==> src/rtl/row_stream_unit.sv <==
module row_stream_unit #(
  parameter int NODES  = 4,
  parameter int DATA_W = 16,
  parameter int QDEPTH = 4
) (
  input  logic              clk,
  input  logic              rst_n,
  input  logic              two_way,
  input  logic              wt_first,
  input  logic              act_valid,
  input  logic [DATA_W-1:0] act_data,
  output logic              act_ready,
  input  logic              wt_valid,
  input  logic [DATA_W-1:0] wt_data,
  input  logic              wt_last,
  output logic              wt_ready,
  input  logic [NODES-1:0]  credit_ret,
  output logic              lnk0_valid,
  output logic [DATA_W-1:0] lnk0_data,
  output logic              lnk0_is_wt,
  output logic              lnk1_valid,
  output logic [DATA_W-1:0] lnk1_data
);
  localparam int CW = $clog2(QDEPTH + 1) + 2;
  localparam logic [CW-1:0] FULL = CW'(QDEPTH);

  logic [CW-1:0] free_q [NODES];
  logic [NODES-1:0] has1, has2;
  logic ok1, ok2, pre_done, last_wt, act_en;
  logic act_fire, wt_fire;
  logic [1:0] nsent;

  for (genvar i = 0; i < NODES; i++) begin : g_node
    logic [CW-1:0] sum;
    assign has1[i] = free_q[i] >= CW'(1);
    assign has2[i] = free_q[i] >= CW'(2);
    assign sum = free_q[i] - CW'(nsent) + CW'(credit_ret[i]);
    always_ff @(posedge clk) begin
      if (!rst_n)          free_q[i] <= FULL;
      else if (sum > FULL) free_q[i] <= FULL;
      else                 free_q[i] <= sum;
    end
  end

  assign ok1    = &has1;
  assign ok2    = &has2;
  assign act_en = !(wt_first && !pre_done);

  always_comb begin
    if (two_way) begin
      wt_ready  = ok1;
      act_ready = act_en && (wt_valid ? ok2 : ok1);
    end else begin
      wt_ready  = ok1 && (!(act_valid && act_en) || !last_wt);
      act_ready = ok1 && act_en && (!wt_valid || last_wt);
    end
  end

  assign act_fire = act_valid && act_ready;
  assign wt_fire  = wt_valid && wt_ready;
  assign nsent    = {1'b0, act_fire} + {1'b0, wt_fire};

  always_ff @(posedge clk) begin
    if (!rst_n) begin
      pre_done   <= 1'b0;
      last_wt    <= 1'b1;
      lnk0_valid <= 1'b0;
      lnk0_data  <= '0;
      lnk0_is_wt <= 1'b0;
      lnk1_valid <= 1'b0;
      lnk1_data  <= '0;
    end else begin
      if (wt_fire && wt_last) pre_done <= 1'b1;
      if (!two_way && (act_fire || wt_fire)) last_wt <= wt_fire;
      lnk0_valid <= act_fire || (!two_way && wt_fire);
      lnk0_data  <= act_fire ? act_data : wt_data;
      lnk0_is_wt <= !two_way && wt_fire;
      lnk1_valid <= two_way && wt_fire;
      lnk1_data  <= wt_data;
    end
  end
endmodule

==> config.mk <==
export PLATFORM = sky130hd
export DESIGN_NAME = row_stream_unit
export DESIGN_NICKNAME = d
export VERILOG_FILES = /design/src/rtl/row_stream_unit.sv
export SDC_FILE = /design/constraint.sdc
export NUM_CORES = 1
export LEC_CHECK = 0
export ABC_CLOCK_PERIOD_IN_PS = 4100
export BUFFER_PORTS_ARGS = -buffer_cell sky130_fd_sc_hd__buf_2
export CORE_ASPECT_RATIO = 1.5
export CORE_MARGIN = 2
export CORE_UTILIZATION = 48
export DETAILED_ROUTE_END_ITERATION = 6
export GPL_ROUTABILITY_DRIVEN = 0
export PLACE_DENSITY = 0.76
export SYNTH_ARGS = -nofsm -noshare
export SYNTH_HDL_FRONTEND = slang
export SYNTH_SLANG_ARGS = --single-unit
==> constraint.sdc <==
create_clock -name clk -period 4.1 [get_ports clk]
set_input_delay 0.205 -clock clk [delete_from_list [all_inputs] [get_ports clk]]
set_output_delay 0.205 -clock clk [all_outputs]
set_load 0.05 [all_outputs]
==> impl_metrics.csv <==
group,metric,value,unit
sta,relSlewSlack,54.4,%
layout,nNetsFinal,531,
grt,grt_pass1_vias,2551,
setup_path,startpoint_type,"register",
route,drt_wl_total,6.70,mm
route,dr.max_layer_used,"met4",
floorplan,dieArea,0.00727,mm²
cts,cts_buffers,9,
route,drt_iter0_drc,59,
synthesis,synth_edf_count,20,
setup_path,critical_path_required,4.18,ns
placed_design,placed_cells,504,
synthesis,synth_area_per_cell,9.86,µm²
outcome,violations,"negative setup slack",
setup_path,cpPeakStageDelay,0.45,ns
sta,final.period_utilization,101,%
setup_path,crit_chain,"inv_1, ha_1, nand2b_1, o311ai_1, nand4_1, a221oi_4, ha_4, ha_4, inv_2, ha_4, inv_2, fa_2, or4b_4, a211o_1, a211o_1, or2_1",
sta,timing.setup.tns,-0.0415,ns
cts,cts_max_path_buffers,2,
synthesis,synthArstFlopShare,0,%
cts,cts_sinks,57,
setup_path,cp.arrival,4.22,ns
synthesis,ys.flop_type,"dfxtp_1",
route,routedWlPerCell,12.7,µm
cts,cts_hold_buf,0,
setup_path,slowest_stage,"or4b_4",
synthesis,yosysSeqAreaShare,42.4,%
placed_design,port_buffers,79,
floorplan,rows,36,
grt,grt_use_total,18.5,%
power,powerDensity,415,mW/mm²
layout,antenna_cells,0,
floorplan,initial_core_util,49.1,%
layout,drive_gt1_share,34.8,%
setup_path,cp_max_fo,3,
sta,max_freq,0.241,GHz
layout,multiInputGateArea,0.00190,mm²
placed_design,place_area,0.00381,mm²
sta,hold_ws,0.0706,ns
route,drc_errors,0,
sta,setup_viol,1,
route,wl_met2,3.72,mm
sta,slew_violations,0,
sta,worst_slack,-0.0415,ns
outcome,outcome,"complete, but fails checks",
synthesis,yosysUniqueCellTypes,48,
cts,path_clk_slew,0.06,ns
floorplan,boundaryPins,80,
layout,final_cell_mix,"buf_2 (79), inv_1 (49), nand2_1 (38), dfxtp_1 (37), conb_1 (28)",
floorplan,die_y,103,µm
sta,hold_violations,0,
sta,period_needed,4.14,ns
placed_design,dp_hpwl,5.07,mm
floorplan,core,0.00644,mm²
grt,overflow,0,
sta,rsz0062_at_grt,"true",
cts,clk_latency,0.34,ns
layout,final_cells,527,
route,dr.pass1.iters,4,
cts,cts_tree,"done",
route,wl_met1,2.46,mm
route,drtAntennaViolNets,0,
flow_run,max-cap-violations,0,
sta,worst_pin_slew,0.684,ns
setup_path,reg2reg_slack,-0.04,ns
floorplan,die_w,70.3,µm
layout,final_common_cell,"buf_2",
grt,grt_max_degree,41,
layout,design_area,0.00430,mm²
route,via_per_inst,4.98,
synthesis,synth_warnings,0,
setup_path,path_common_cell,"ha_4",
hold_path,hp-class,"in -> reg",
route,vias,2624,
sta,finClkSkew,0.0119,ns
layout,fillers,511,
cts,root_buffer,"clkbuf_8",
synthesis,ys_seq_elements,57,
grt,grt_pass1_wl,10.6,mm
placed_design,pre_cts_ws,-0.0366,ns
layout,register_area,0.00134,mm²
setup_path,critPathKind,"reg -> reg",
cts,cts-htree-levels,3,
synthesis,syn_inst,321,
power,p_leak,2.12,nW
route,route.met3.wl,407,µm
power,ir_drop,0.171,mV
grt,antenna_found_initial,0,
layout,area_growth,35.9,%
setup_path,cp-end-kind,"register",
synthesis,syn_area,0.00316,mm²
==> sequential cells by signal (all words and copies together) (netlist names) <==
register,flops
free_q,20
lnk0_data,16
lnk1_valid,1
lnk0_valid,1
pre_done,1
last_wt,1
lnk0_is_wt,1
lnk1_data,16
==> cells by family (layout without fill, tap and decap cells) <==
| family | count (synthesis) | count (layout) | synth area share, % |
|---|---|---|---|
| adder cells (fa/ha/maj) | 42 | 42 | 17.6 |
| AO/OA/AOI/OAI | 47 | 47 | 10.8 |
| other | 2 | 28 | 0.237 |
| AND/OR/NAND/NOR | 84 | 84 | 13.9 |
| XOR/XNOR | 3 | 3 | 0.831 |
| multiplexers | 18 | 18 | 5.69 |
| buffers and inverters | 68 | 172 | 8.66 |
| flip-flops | 57 | 57 | 42.4 |
==> cell usage after synthesis, types with 4 or more instances <==
cell / count / share of area [%]
a21oi_1: 7 / 1.1
inv_1: 61 / 7.2
o21ai_0: 9 / 1.4
nand2_1: 39 / 4.6
clkbuf_1: 4 / 0.47
ha_1: 38 / 15
nor2_1: 7 / 0.83
fa_1: 4 / 2.5
mux2i_1: 18 / 5.7
dfxtp_1: 37 / 23
nor4b_1: 4 / 1.1
edfxtp_1: 20 / 19
nand2b_1: 4 / 0.79
nor3_1: 5 / 0.79
==> metrics by stage <==
step,utilization (%),total power (W)
3_5_place_dp,59.2,0.00116
5_1_grt,66.8,0.00189
2_1_floorplan,-,0.00103
6_report,66.8,0.00179
3_3_place_gp,59.2,0.00114
4_1_cts,63.0,0.00173
==> power breakdown <==
group | internal, W | switching (W)
combinational | 0.000235 | 0.000334
sequential | 0.000632 | 0.0000216
clock | 0.000349 | 0.000214
total | 0.00122 | 0.000570
==> layout make-up <==
type	count	share of cell area (%)
sequential	57	31.2
tap	76	2.21
clock inverter	4	1.08
timing repair buffer	94	11.8
multi-input combinational	222	44.1
clock buffer	12	4.10
inverter	62	5.50
==> worst max-delay path, delay by kind of cell, from the launching register on <==
family	cells	cell delay, ns
and+or+nand+nor	4	1.00
DFF	1	0.40
adders and majority gates	5	1.02
buffers and inverters	3	0.19
AOI/OAI and AO/OA	4	1.29
==> layer usage <==
layer	up-vias	global-route usage, %
met4	0	6.51
met5	-	0
met1	1223	17.2
met3	10	5.52
met2	77	37.7
li1	1314	-
==> worst paths after layout <==
| check | startpoint | to | cells past startpoint |
|---|---|---|---|
| min | wt_data[8] | lnk1_data[8] | 3 |
| min reg2reg | pre_done | pre_done | 1 |
| max | free_q[2][2] | free_q[1][2] | 16 |
| max reg2reg | free_q[2][2] | free_q[1][2] | 16 |
==> what timing repair did <==
item | 4_1_cts | 5_1_grt
buffers inserted | 2 | 5
setup endpoints to repair | 1 | 7
gates resized for setup | 2 | 43
cloned | 0 | 0
pin swaps | 3 | 19
Note: power is estimated with default switching activity, not from simulation.
